[config.mk]
export PLATFORM = sky130hd
export DESIGN_NAME = lineburst_port
export DESIGN_NICKNAME = d
export VERILOG_FILES = /design/src/rtl/lbp_pkg.sv /design/src/rtl/lbp_addr.sv /design/src/rtl/lbp_seq.sv /design/src/rtl/lbp_pick.sv /design/src/rtl/lineburst_port.sv
export SDC_FILE = /design/constraint.sdc
export NUM_CORES = 1
export LEC_CHECK = 0
export ABC_AREA = 1
export CAP_MARGIN = 10
export CORE_MARGIN = 5
export CORE_UTILIZATION = 43
export CTS_CLUSTER_DIAMETER = 100
export DETAILED_ROUTE_END_ITERATION = 6
export HOLD_SLACK_MARGIN = 0.03
export PLACE_DENSITY = 0.74
export SLEW_MARGIN = 20
export SYNTH_ARGS = -nofsm -noshare
export SYNTH_HDL_FRONTEND = slang
export SYNTH_SLANG_ARGS = --single-unit
[constraint.sdc]
create_clock -name clk -period 1.5 [get_ports clk]
set_input_delay 0.15 -clock clk [delete_from_list [all_inputs] [get_ports clk]]
set_output_delay 0.15 -clock clk [all_outputs]
set_load 0.01 [all_outputs]
[src/rtl/lbp_pkg.sv]
package lbp_pkg;
  typedef enum logic [1:0] {
    M_WORD  = 2'b00,
    M_LINE  = 2'b01,
    M_BLK   = 2'b10,
    M_WORDX = 2'b11
  } mode_e;

  typedef enum logic [1:0] {
    S_IDLE = 2'b00,
    S_WR   = 2'b01,
    S_RD   = 2'b10
  } st_e;
endpackage

[src/rtl/lbp_addr.sv]
module lbp_addr #(
  parameter int AW = 16,
  parameter int IW = 3
) (
  input  logic [AW-1:0] req_addr,
  input  logic [AW-1:0] cur_addr,
  output logic [AW-1:0] req_base,
  output logic          req_aligned,
  output logic [AW-1:0] nxt_addr,
  output logic [AW-1:0] nxt_base,
  output logic [IW-1:0] cur_idx
);
  // line base: clear the word-index bits
  assign req_base    = {req_addr[AW-1:IW], {IW{1'b0}}};
  assign req_aligned = (req_addr[IW-1:0] == '0);
  assign nxt_addr    = cur_addr + AW'(1);
  assign nxt_base    = {nxt_addr[AW-1:IW], {IW{1'b0}}};
  assign cur_idx     = cur_addr[IW-1:0];
endmodule

[src/rtl/lbp_seq.sv]
module lbp_seq
  import lbp_pkg::*;
#(
  parameter int AW = 16,
  parameter int DW = 16,
  parameter int LW = 8,
  localparam int IW = $clog2(LW)
) (
  input  logic          clk,
  input  logic          rst,
  input  logic          req_valid,
  input  logic          req_we,
  input  logic [1:0]    req_mode,
  input  logic [AW-1:0] req_addr,
  input  logic [DW-1:0] req_wdata,
  input  logic [AW-1:0] req_base,
  input  logic          req_aligned,
  input  logic [AW-1:0] nxt_addr,
  input  logic [AW-1:0] nxt_base,
  input  logic          mem_rd_valid,
  output logic          req_ready,
  output logic          mem_cmd_valid,
  output logic          mem_cmd_we,
  output logic [AW-1:0] mem_cmd_addr,
  output logic [DW-1:0] mem_cmd_wdata,
  output logic [AW-1:0] cur_addr,
  output logic [IW-1:0] beat,
  output logic          stream,
  output logic          more,
  output logic          rd_on
);
  localparam logic [IW-1:0] LAST = IW'(LW - 1);

  st_e           st;
  logic [IW-1:0] left;
  logic          is_line, is_blk;

  assign is_line   = (req_mode == M_LINE);
  assign is_blk    = (req_mode == M_BLK);
  assign req_ready = (st == S_IDLE);
  assign rd_on     = (st == S_RD);
  assign more      = (left != '0);

  always_ff @(posedge clk) begin
    if (rst) begin
      st            <= S_IDLE;
      mem_cmd_valid <= 1'b0;
      mem_cmd_we    <= 1'b0;
      mem_cmd_addr  <= '0;
      mem_cmd_wdata <= '0;
      cur_addr      <= '0;
      beat          <= '0;
      stream        <= 1'b0;
      left          <= '0;
    end else begin
      mem_cmd_valid <= 1'b0;
      unique case (st)
        S_IDLE: begin
          if (req_valid) begin
            mem_cmd_valid <= 1'b1;
            mem_cmd_we    <= req_we;
            cur_addr      <= req_addr;
            beat          <= '0;
            if (req_we) begin
              mem_cmd_addr  <= req_addr;
              mem_cmd_wdata <= req_wdata;
              stream        <= 1'b0;
              left          <= '0;
              st            <= S_WR;
            end else begin
              mem_cmd_addr <= req_base;
              stream       <= is_line | (is_blk & req_aligned);
              left         <= (is_blk & ~req_aligned) ? LAST : '0;
              st           <= S_RD;
            end
          end
        end
        S_WR: st <= S_IDLE;
        S_RD: begin
          if (mem_rd_valid) begin
            beat <= beat + IW'(1);
            if (beat == LAST) begin
              if (left != '0) begin
                // fallback: next single word, again a whole burst
                left          <= left - IW'(1);
                cur_addr      <= nxt_addr;
                mem_cmd_valid <= 1'b1;
                mem_cmd_we    <= 1'b0;
                mem_cmd_addr  <= nxt_base;
              end else begin
                st <= S_IDLE;
              end
            end
          end
        end
        default: st <= S_IDLE;
      endcase
    end
  end
endmodule

[src/rtl/lbp_pick.sv]
module lbp_pick #(
  parameter int DW = 16,
  parameter int LW = 8,
  localparam int IW = $clog2(LW)
) (
  input  logic          clk,
  input  logic          rst,
  input  logic          rd_on,
  input  logic          stream,
  input  logic          more,
  input  logic [IW-1:0] beat,
  input  logic [IW-1:0] idx,
  input  logic          mem_rd_valid,
  input  logic [DW-1:0] mem_rd_data,
  output logic          rsp_valid,
  output logic [DW-1:0] rsp_data,
  output logic          rsp_last
);
  localparam logic [IW-1:0] LAST = IW'(LW - 1);

  logic [DW-1:0] hold;
  logic          take;

  assign take = rd_on & mem_rd_valid;

  always_ff @(posedge clk) begin
    if (rst) begin
      rsp_valid <= 1'b0;
      rsp_data  <= '0;
      rsp_last  <= 1'b0;
      hold      <= '0;
    end else begin
      rsp_valid <= 1'b0;
      if (take) begin
        if (beat == idx) hold <= mem_rd_data;
        if (stream) begin
          rsp_valid <= 1'b1;
          rsp_data  <= mem_rd_data;
          rsp_last  <= (beat == LAST);
        end else if (beat == LAST) begin
          rsp_valid <= 1'b1;
          rsp_data  <= (idx == LAST) ? mem_rd_data : hold;
          rsp_last  <= ~more;
        end
      end
    end
  end
endmodule

[src/rtl/lineburst_port.sv]
module lineburst_port #(
  parameter int AW         = 16,
  parameter int DW         = 16,
  parameter int LINE_WORDS = 8
) (
  input  logic          clk,
  input  logic          rst,
  input  logic          req_valid,
  output logic          req_ready,
  input  logic          req_we,
  input  logic [1:0]    req_mode,
  input  logic [AW-1:0] req_addr,
  input  logic [DW-1:0] req_wdata,
  output logic          rsp_valid,
  output logic [DW-1:0] rsp_data,
  output logic          rsp_last,
  output logic          mem_cmd_valid,
  output logic          mem_cmd_we,
  output logic [AW-1:0] mem_cmd_addr,
  output logic [DW-1:0] mem_cmd_wdata,
  input  logic          mem_rd_valid,
  input  logic [DW-1:0] mem_rd_data
);
  localparam int IW = $clog2(LINE_WORDS);

  logic [AW-1:0] req_base, nxt_addr, nxt_base, cur_addr;
  logic          req_aligned, stream, more, rd_on;
  logic [IW-1:0] beat, cur_idx;

  lbp_addr #(.AW(AW), .IW(IW)) u_addr (
    .req_addr(req_addr), .cur_addr(cur_addr),
    .req_base(req_base), .req_aligned(req_aligned),
    .nxt_addr(nxt_addr), .nxt_base(nxt_base), .cur_idx(cur_idx)
  );

  lbp_seq #(.AW(AW), .DW(DW), .LW(LINE_WORDS)) u_seq (
    .clk(clk), .rst(rst),
    .req_valid(req_valid), .req_we(req_we), .req_mode(req_mode),
    .req_addr(req_addr), .req_wdata(req_wdata),
    .req_base(req_base), .req_aligned(req_aligned),
    .nxt_addr(nxt_addr), .nxt_base(nxt_base),
    .mem_rd_valid(mem_rd_valid), .req_ready(req_ready),
    .mem_cmd_valid(mem_cmd_valid), .mem_cmd_we(mem_cmd_we),
    .mem_cmd_addr(mem_cmd_addr), .mem_cmd_wdata(mem_cmd_wdata),
    .cur_addr(cur_addr), .beat(beat), .stream(stream),
    .more(more), .rd_on(rd_on)
  );

  lbp_pick #(.DW(DW), .LW(LINE_WORDS)) u_pick (
    .clk(clk), .rst(rst), .rd_on(rd_on), .stream(stream), .more(more),
    .beat(beat), .idx(cur_idx),
    .mem_rd_valid(mem_rd_valid), .mem_rd_data(mem_rd_data),
    .rsp_valid(rsp_valid), .rsp_data(rsp_data), .rsp_last(rsp_last)
  );
endmodule

==> out/results.tsv, run 1 <==
stage	metric	value	unit
detailed_routing	metal3 WL	1.06	mm
worst_hold_path	Min-Delay Path Class	in -> reg	
detailed_routing	DR pass1 iterations	5	
grt	GRT Util Overall	19.8	%
grt	gr ovfl total	0	
synthesis	Synth area leader	dfxtp_1	
power	power share of the combinational group	18.6	%
synthesis	Synthesis Warnings	0	
synthesis	Yosys cell types	23	
placement	Setup WS pre-CTS	-0.0958	ns
detailed_routing	max layer used	met4	
sta	Slew Limit Fails	0	
setup_path	CP Capture Type	output pin	
power	Max IR drop VDD	0.604	mV
layout	final core utilization	64.7	%
synthesis	area share of the largest cell type after synthesis	43.2	%
detailed_routing	final wirelength	10.6	mm
layout	Area Growth Syn to Fin	44.8	%
cts	CTS Hold Buffers Added	0	
power	part of the power in registers	48.2	%
setup_path	Worst setup SP type	register	
placement	post-DP HPWL	7.22	mm
sta	final setup skew	0.00799	ns
grt	vias in the first global route	3735	
layout	ant diodes	0	
setup_path	Cell Chain, Critical Path	clkdlybuf4s50_1	
sta	Final Setup Violations	0	
sta	Tmin final	1.46	ns
synthesis	register bit total from synthesis	80	
setup_path	CP top delay family	buffers and inverters	
grt	antenna violations before repair	0	
synthesis	post-synthesis sequential area ratio	43.2	%
setup_path	crit path buf inv count	1	
floorplan	Die Y-Extent	103	um
synthesis	most common cell in the netlist	nand2_1	
sta	Worst-Margin Slew	0.293	ns
detailed_routing	Vias/cell	5.24	
sta	Slew HR	80.4	%
grt	global-route wire length before repair	16.9	mm
detailed_routing	DR WL/cell	14.2	um
detailed_routing	met2 WL	5.08	mm
sta	RSZ-0062 raised after global routing	true	
power	Power Density	898	mW/mm2
run	Max-cap violations	0	
status	status	finished, final reports clean	
detailed_routing	Iter 0 DRT Violations	195	
sta	setup ws final	0.0381	ns
layout	nets	696	
sta	final worst path period share	97.5	%
setup_path	CP max stage delay	0.56	ns
power	Pint	3.49	mW
cts	clock sinks	80	
synthesis	synthesized netlist cell count	529	
sta	final hold slack	0.357	ns
synthesis	Synth Flop Type	dfxtp_1	
floorplan	core footprint	0.00830	mm2
floorplan	io pins	108	
sta	fmax	684	MHz
synthesis	mapped cell area	0.00371	mm2
floorplan	row count	33	
setup_path	CP Class	reg -> out	
layout	Design Area, Final	0.00537	mm2
layout	proportion of layout cells with a drive suffix above 1	13.4	%
setup_path	highest-delay cell along the critical path	clkdlybuf4s50_1	
synthesis	Area contributors post-synth	dfxtp_1 43%, nand2_1 9.2%, o21ai_0 9.0%	
setup_path	CP max FO	5	
floorplan	Die Width	103	um
setup_path	WP data arrival	1.31	ns
power	total power	4.82	mW
detailed_routing	Metal-1 WL	4.34	mm
cts	clock buffer count from CTS	9	
cts	Clock Path Buffers	2	
setup_path	Crit path required time	1.35	ns
cts	CTS tree	built	
sta	Final Hold Vio Count	0	
detailed_routing	Antenna Nets Post-Route	0	
detailed_routing	drc violations	0	
grt	pin count of the biggest net entering global routing	41	
power	Sw Pwr	1.33	mW
power	static leakage	2.15	nW
detailed_routing	Vias	3903	
power	sw frac	27.6	%
synthesis	Post-synth EDFFs	0	
placement	Final GP Congestion	0.810	
floorplan	starting density of the core	44.7	%
floorplan	die footprint	0.0106	mm2
cts	clk slew on worst S/H paths	0.09	ns
power	Clock power frac	33.2	%
cts	clk root buf	clkbuf_8	
synthesis	async set-reset flop share out of synthesis	0	%
placement	Cell Area, Placed	0.00490	mm2
placement	Port Buffers	107	
synthesis	synthesized net count	590	
cts	worst skew pair latency	0.35	ns
synthesis	most frequent cells after synthesis	91 x nand2_1, 80 x dfxtp_1, 73 x nor2_1	
cts	H-tree depth	3	
synthesis	Syn Area/Cell	7.01	um2
routing by layer:
layer	up-vias	track usage [%]
met4	0	5.38
met1	1791	24.3
met5	-	0
li1	1942	-
met3	8	8.46
met2	162	32.1
power groups by stage:
| stage | clock network, mW | logic (mW) | registers [mW] |
|---|---|---|---|
| finish | 1.60 | 0.897 | 2.32 |
| floorplan | 0 | 0.404 | 2.37 |
| global route | 1.74 | 0.984 | 2.34 |
| global placement | 0 | 0.784 | 2.36 |
| CTS | 1.63 | 0.851 | 2.32 |
| detailed placement | 0 | 0.799 | 2.36 |
flip-flops by register name, summed over array words and instances, names as in the netlist:
| register | cells |
|---|---|
| u_seq.cur_addr | 16 |
| u_pick.hold | 16 |
| u_seq.mem_cmd_valid | 1 |
| u_pick.rsp_valid | 1 |
| u_seq.left | 3 |
| u_seq.mem_cmd_wdata | 16 |
| u_seq.beat | 3 |
| u_seq.mem_cmd_addr | 3 |
| u_seq.stream | 1 |
| u_seq.mem_cmd_we | 1 |
| u_pick.rsp_data | 16 |
| u_pick.rsp_last | 1 |
| u_seq.st | 2 |
layout by cell type (no fill, tap or decap), types with 9 or more instances in the layout:
master / count
clkdlybuf4s50_1: 104
a31oi_1: 19
buf_4: 19
dfxtp_2: 13
a21oi_1: 35
inv_1: 43
nand3_1: 19
o21ai_1: 34
nand2_1: 86
clkbuf_8: 9
nor2_1: 68
dfxtp_1: 67
o21ai_0: 62
kinds of logic (layout without fill, tap and decap cells):
kind of cell | count (synthesis) | after routing | share of synthesized area (%)
flip-flops | 80 | 80 | 43.2
AO/OA/AOI/OAI | 153 | 153 | 21.3
buffers and inverters | 90 | 201 | 11.2
XOR/XNOR | 4 | 4 | 0.945
AND/OR/NAND/NOR | 196 | 196 | 21.3
adder cells (fa/ha/maj) | 6 | 6 | 2.03
cell type report:
cell class | count | area, um2
Clock buffer | 10 | 128
Clock inverter | 6 | 68.8
Fill cell | 713 | 2930
Inverter | 48 | 191
Multi-Input combinational cell | 359 | 1800
Sequential cell | 80 | 1620
Tap cell | 105 | 131
Timing Repair Buffer | 136 | 1420
Timing Repair inverter | 1 | 7.51
path summary, 6_finish.rpt:
| check | to | slack [ns] | depth (start not counted) | start |
|---|---|---|---|---|
| setup / recovery | mem_cmd_addr[14] | 0.04 | 1 | u_seq.cur_addr[14]$_SDFFE_PP0P_ |
| hold / removal | u_pick.hold[4]$_SDFFE_PP0P_ | 0.36 | 3 | mem_rd_data[4] |
| setup reg to reg | u_pick.rsp_data[9]$_SDFFE_PP0P_ | 0.04 | 7 | u_seq.beat[0]$_SDFFE_PP0P_ |
| hold reg to reg | u_pick.rsp_last$_SDFFE_PP0P_ | 0.47 | 2 | u_pick.rsp_last$_SDFFE_PP0P_ |
what timing repair did:
| action | 4_1_cts | 5_1_grt |
|---|---|---|
| resized for setup | 21 | 37 |
| endpoints found under the setup margin | 37 | 77 |
| pin swaps | 3 | 7 |
| setup buffers | 1 | 3 |
| cloned | 2 | 2 |
metrics by stage:
step,setup TNS [ns],instances
global route,-0.284,745
floorplan,0,529
CTS,0,740
finish,0,745
detailed placement,-1.35,721
global placement,-0.144,721
Power figures use the tool's default switching activity.
==> run 2, diff against run 1 <==
--- a/config.mk
+++ b/config.mk
@@ -12,6 +12,7 @@
 export CTS_CLUSTER_DIAMETER = 100
 export DETAILED_ROUTE_END_ITERATION = 6
 export HOLD_SLACK_MARGIN = 0.03
+export MAX_ROUTING_LAYER = met4
 export PLACE_DENSITY = 0.74
 export SLEW_MARGIN = 20
 export SYNTH_ARGS = -nofsm -noshare
==> run 2 against run 1 <==
  * First-iteration DRC count grew 8.7%
  * Worst setup slack lost 0.0043 ns
  * Sequential share of layout area is essentially flat
  * Cell area grew 0.16%
==> out/results.tsv, run 2 (synthesis results as in run 1) <==
stage	metric	value	unit
detailed_routing	Vias	3895	
cts	CTS Hold Buffers Added	0	
setup_path	CP max FO	32	
sta	RSZ-0062 raised after global routing	true	
cts	CTS tree	built	
floorplan	io pins	108	
sta	final hold slack	0.356	ns
layout	final core utilization	64.8	%
setup_path	CP Capture Type	register	
placement	Final GP Congestion	0.822	
setup_path	worst reg2reg path depth	7	
floorplan	die footprint	0.0106	mm2
worst_hold_path	Min-Delay Path Class	in -> reg	
layout	proportion of layout cells with a drive suffix above 1	13.8	%
power	static leakage	2.15	nW
setup_path	reg2reg end	u_pick.rsp_data[9]$_SDFFE_PP0P_	
grt	pin count of the biggest net entering global routing	41	
run	Max-cap violations	0	
detailed_routing	final wirelength	10.6	mm
power	Power Density	896	mW/mm2
floorplan	Die Y-Extent	103	um
cts	clock buffer count from CTS	9	
placement	Port Buffers	107	
detailed_routing	Antenna Nets Post-Route	0	
setup_path	CP top delay family	compound AO/OA/AOI/OAI gates	
setup_path	most frequent CP cell	ha_4	
layout	most common cell after layout, fill and taps aside	clkdlybuf4s50_1	
detailed_routing	Iter 0 DRT Violations	212	
detailed_routing	Vias/cell	5.23	
sta	final worst path period share	97.7	%
sta	final setup skew	0.00731	ns
setup_path	CP max stage delay	0.34	ns
sta	Tmin final	1.47	ns
layout	most frequent cells in the layout	104 x clkdlybuf4s50_1, 85 x nand2_1, 67 x nor2_1, 67 x dfxtp_1, 62 x o21ai_0	
setup_path	Worst setup SP type	register	
setup_path	WP data arrival	1.69	ns
setup_path	crit path buf inv count	2	
power	Max IR drop VDD	0.603	mV
cts	H-tree depth	3	
cts	clk root buf	clkbuf_8	
floorplan	starting density of the core	44.7	%
sta	setup ws final	0.0338	ns
setup_path	highest-delay cell along the critical path	dfxtp_2	
layout	ant diodes	0	
sta	Slew HR	79.4	%
sta	Slew Limit Fails	0	
sta	Worst-Margin Slew	0.307	ns
floorplan	row count	33	
cts	clock sinks	80	
placement	Cell Area, Placed	0.00490	mm2
layout	nets	696	
worst_hold_path	Hold Startpoint	mem_rd_data[4]	
setup_path	Critical R2R Launch	u_seq.beat[0]$_SDFFE_PP0P_	
cts	clk slew on worst S/H paths	0.09	ns
setup_path	CP Class	reg -> reg	
status	status	finished, final reports clean	
sta	Final Hold Vio Count	0	
detailed_routing	DR WL/cell	14.3	um
detailed_routing	DR pass1 iterations	5	
setup_path	Reg2Reg Setup Slack	0.03	ns
grt	vias in the first global route	3735	
layout	# fillers	711	
grt	gr ovfl total	0	
cts	Clock Path Buffers	2	
grt	global-route wire length before repair	16.9	mm
layout	Design Area, Final	0.00538	mm2
cts	worst skew pair latency	0.35	ns
layout	Area Growth Syn to Fin	45.1	%
setup_path	Cell Chain, Critical Path	ha_4, ha_4, o21ai_1, inv_2, buf_12, o21ai_0, a31oi_1	
sta	Final Setup Violations	0	
grt	antenna violations before repair	0	
floorplan	core footprint	0.00830	mm2
detailed_routing	drc violations	0	
placement	Setup WS pre-CTS	-0.0958	ns
grt	GRT Util Overall	20.4	%
placement	post-DP HPWL	7.22	mm
floorplan	Die Width	103	um
sta	fmax	682	MHz
worst_hold_path	hold-critical path depth	3	
setup_path	Crit path required time	1.73	ns
worst_hold_path	Min-Delay Endpoint	u_pick.hold[4]$_SDFFE_PP0P_	
run 2: cell counts in the layout (fill, tap and decap cells not counted):
No cell type changed its count.
run 2: worst max path at each step:
stage	startpoint	to	slack, ns	cells after the start
after floorplan	u_seq.cur_addr[0]$_SDFFE_PP0P_	u_pick.rsp_data[10]$_SDFFE_PP0P_	0.04	6
after global placement	mem_rd_valid	u_seq.cur_addr[5]$_SDFFE_PP0P_	-0.03	9
after detailed placement	u_seq.beat[0]$_SDFFE_PP0P_	u_seq.cur_addr[3]$_SDFFE_PP0P_	-0.1	10
after CTS	u_seq.cur_addr[9]$_SDFFE_PP0P_	mem_cmd_addr[9]	0.002	1
after global routing	u_seq.beat[0]$_SDFFE_PP0P_	u_seq.cur_addr[12]$_SDFFE_PP0P_	-0.04	10
final	u_seq.beat[0]$_SDFFE_PP0P_	u_pick.rsp_data[9]$_SDFFE_PP0P_	0.03	7
run 2: metrics by stage:
| stage | std cells | total power, mW | TNS, ns |
|---|---|---|---|
| final | 745 | 4.82 | 0 |
| after global routing | 745 | 5.05 | -0.281 |
| after CTS | 740 | 4.80 | 0 |
| after detailed placement | 721 | 3.16 | -1.35 |
| after global placement | 721 | 3.14 | -0.144 |
| after floorplan | 529 | 2.77 | 0 |
run 2: final cells by class:
class / count / area, um2 / area share [%]
timing repair inverter: 1 / 7.51 / 0.140
inverter: 48 / 191 / 3.56
timing repair buffer: 136 / 1430 / 26.6
multi-input combinational: 359 / 1800 / 33.6
tap: 105 / 131 / 2.44
clock buffer: 10 / 128 / 2.37
clock inverter: 6 / 68.8 / 1.28
sequential: 80 / 1620 / 30.1
run 2: repair_timing:
| action | in CTS | in global routing |
|---|---|---|
| resized for setup | 21 | 40 |
| gates cloned | 2 | 2 |
| buffers inserted | 1 | 3 |
| pin swaps | 3 | 7 |
| setup endpoints to repair | 37 | 76 |
run 2: worst min-delay path: stages:
cell and delay, ns:
clkdlybuf4s50_1 0.41, inv_1 0.06, a21oi_1 0.05
run 2: per-layer routing:
| metal | global-route usage (%) | share of wire [%] |
|---|---|---|
| met5 | - | 0 |
| met4 | 6.87 | 1.5 |
| met3 | 5.95 | 8.7 |
| met2 | 32.1 | 48 |
| met1 | 25.1 | 42 |
run 2: report_power, final:
part | total, mW | internal (mW) | switching (mW)
Combinational | 0.899 | 0.474 | 0.425
Sequential | 2.32 | 2.24 | 0.0881
Clock | 1.60 | 0.779 | 0.817
==> run 3, diff against run 2 <==
--- a/config.mk
+++ b/config.mk
@@ -14,7 +14,8 @@
 export HOLD_SLACK_MARGIN = 0.03
 export MAX_ROUTING_LAYER = met4
 export PLACE_DENSITY = 0.74
-export SLEW_MARGIN = 20
+export SKIP_CTS_REPAIR_TIMING = 1
+export SLEW_MARGIN = 25
 export SYNTH_ARGS = -nofsm -noshare
 export SYNTH_HDL_FRONTEND = slang
 export SYNTH_SLANG_ARGS = --single-unit
==> run 3 against run 2 <==
  * The run now ends with negative setup slack left
  * Sequential power about the same
  * Clock skew grew 0.0012 ns
  * Hold slack worse by 0.0045 ns
  * Die area is the same
  * Count of clock-buffer cells in the layout unchanged
  * Via count is 2.6% higher
  * Sequential share of layout area is 0.82 points lower
  * Utilization increased by 1.8 points
  * Cell count is 0.54% higher
  * Critical endpoint is now u_seq.cur_addr[14]$_SDFFE_PP0P_
  * Critical path depth increased by 2
  * Global-route usage is 0.69 points lower
==> out/results.tsv, run 3 (synthesis results as in run 1) <==
stage	metric	value	unit
placement	Port Buffers	107	
sta	final worst path period share	100	%
sta	Slew Limit Fails	0	
sta	setup ws final	-0.00656	ns
grt	global-route wire length before repair	16.4	mm
placement	Setup WS pre-CTS	-0.0958	ns
layout	proportion of layout cells with a drive suffix above 1	17.2	%
cts	clock buffer count from CTS	9	
detailed_routing	Vias/cell	5.34	
detailed_routing	Antenna Nets Post-Route	0	
floorplan	die footprint	0.0106	mm2
detailed_routing	DR pass1 iterations	4	
detailed_routing	drc violations	0	
floorplan	row count	33	
detailed_routing	final wirelength	11.2	mm
setup_path	CP max FO	5	
sta	Slew HR	70.2	%
floorplan	io pins	108	
grt	pin count of the biggest net entering global routing	41	
placement	post-DP HPWL	7.22	mm
detailed_routing	Iter 0 DRT Violations	185	
layout	ant diodes	0	
cts	clk root buf	clkbuf_8	
setup_path	WP data arrival	1.80	ns
layout	final core utilization	66.6	%
power	static leakage	2.19	nW
power	Max IR drop VDD	0.622	mV
sta	Final Setup Violations	1	
layout	most frequent cells in the layout	105 x clkdlybuf4s50_1, 81 x nand2_1, 67 x dfxtp_1	
detailed_routing	Vias	3998	
sta	Worst-Margin Slew	0.446	ns
floorplan	starting density of the core	44.7	%
cts	H-tree depth	3	
grt	vias in the first global route	3715	
cts	Clock Path Buffers	2	
status	failing checks	negative setup slack	
placement	Final GP Congestion	0.822	
grt	gr ovfl total	0	
layout	Area Growth Syn to Fin	49.1	%
worst_hold_path	hold-critical path depth	3	
floorplan	Die Y-Extent	103	um
sta	final setup skew	0.00852	ns
layout	nets	700	
layout	most common cell after layout, fill and taps aside	clkdlybuf4s50_1	
sta	fmax	664	MHz
power	Power Density	886	mW/mm2
setup_path	CP Class	reg -> reg	
sta	Tmin final	1.51	ns
cts	clk slew on worst S/H paths	0.09	ns
setup_path	Crit path required time	1.79	ns
grt	antenna violations before repair	0	
detailed_routing	DR WL/cell	15.0	um
setup_path	CP Capture Type	register	
grt	GRT Util Overall	19.7	%
sta	Final Hold Vio Count	0	
cts	CTS tree	built	
run	Max-cap violations	0	
setup_path	Worst setup SP type	register	
setup_path	worst reg2reg path depth	9	
cts	worst skew pair latency	0.35	ns
floorplan	core footprint	0.00830	mm2
worst_hold_path	Min-Delay Path Class	in -> reg	
floorplan	Die Width	103	um
status	status	complete, but fails checks	
cts	clock sinks	80	
sta	RSZ-0062 raised after global routing	true	
## run 3: power breakdown
group	internal (mW)	switching (mW)
Clock	0.779	0.831
Combinational	0.496	0.468
Sequential	2.24	0.0895
Total	3.51	1.39
## run 3: cell type report
class                      instances  area [um2]
clock buffer                      10         128
clock inverter                     6        68.8
fill                             695        2770
inverter                          48         193
multi-input combinational        360        1900
sequential                        80        1620
tap                              105         131
timing repair buffer             138        1470
timing repair inverter             2        20.0
## run 3: final timing paths
check,slack [ns],startpoint,endpoint
worst max-delay path,-0.007,u_seq.left[0]$_SDFFE_PP0P_,u_seq.cur_addr[14]$_SDFFE_PP0P_
worst min-delay path,0.35,mem_rd_data[4],u_pick.hold[4]$_SDFFE_PP0P_
worst max register to register,-0.007,u_seq.left[0]$_SDFFE_PP0P_,u_seq.cur_addr[14]$_SDFFE_PP0P_
worst min register to register,0.47,u_pick.rsp_last$_SDFFE_PP0P_,u_pick.rsp_last$_SDFFE_PP0P_
## run 3: worst max-delay path, stage by stage (launching register included)
cell	delay, ns
dfxtp_1	0.36
inv_1	0.09
ha_1	0.21
nand2_1	0.15
nand2_4	0.12
nand2_8	0.13
clkinv_8	0.09
nor2_4	0.10
nand2_2	0.07
a21oi_2	0.12
## run 3: metrics by stage
stage,hold WS [ns],area [um2],total power [mW],setup TNS [ns],instances
floorplan,0.278,3710,2.77,0,529
global placement,0.453,4900,3.14,-0.144,721
detailed placement,0.457,4900,3.16,-1.35,721
CTS,0.341,5100,4.75,-1.92,737
global route,0.366,5530,5.12,-2.55,749
finish,0.352,5530,4.90,-0.00656,749
## run 3: metal layers
metal | vias up | wire [um] | GRT usage, %
li1 | 1945 | - | -
met1 | 1878 | 4770 | 23.8
met2 | 153 | 5330 | 31.0
met3 | 22 | 905 | 6.09
met4 | 0 | 232 | 7.37
met5 | - | 0 | -
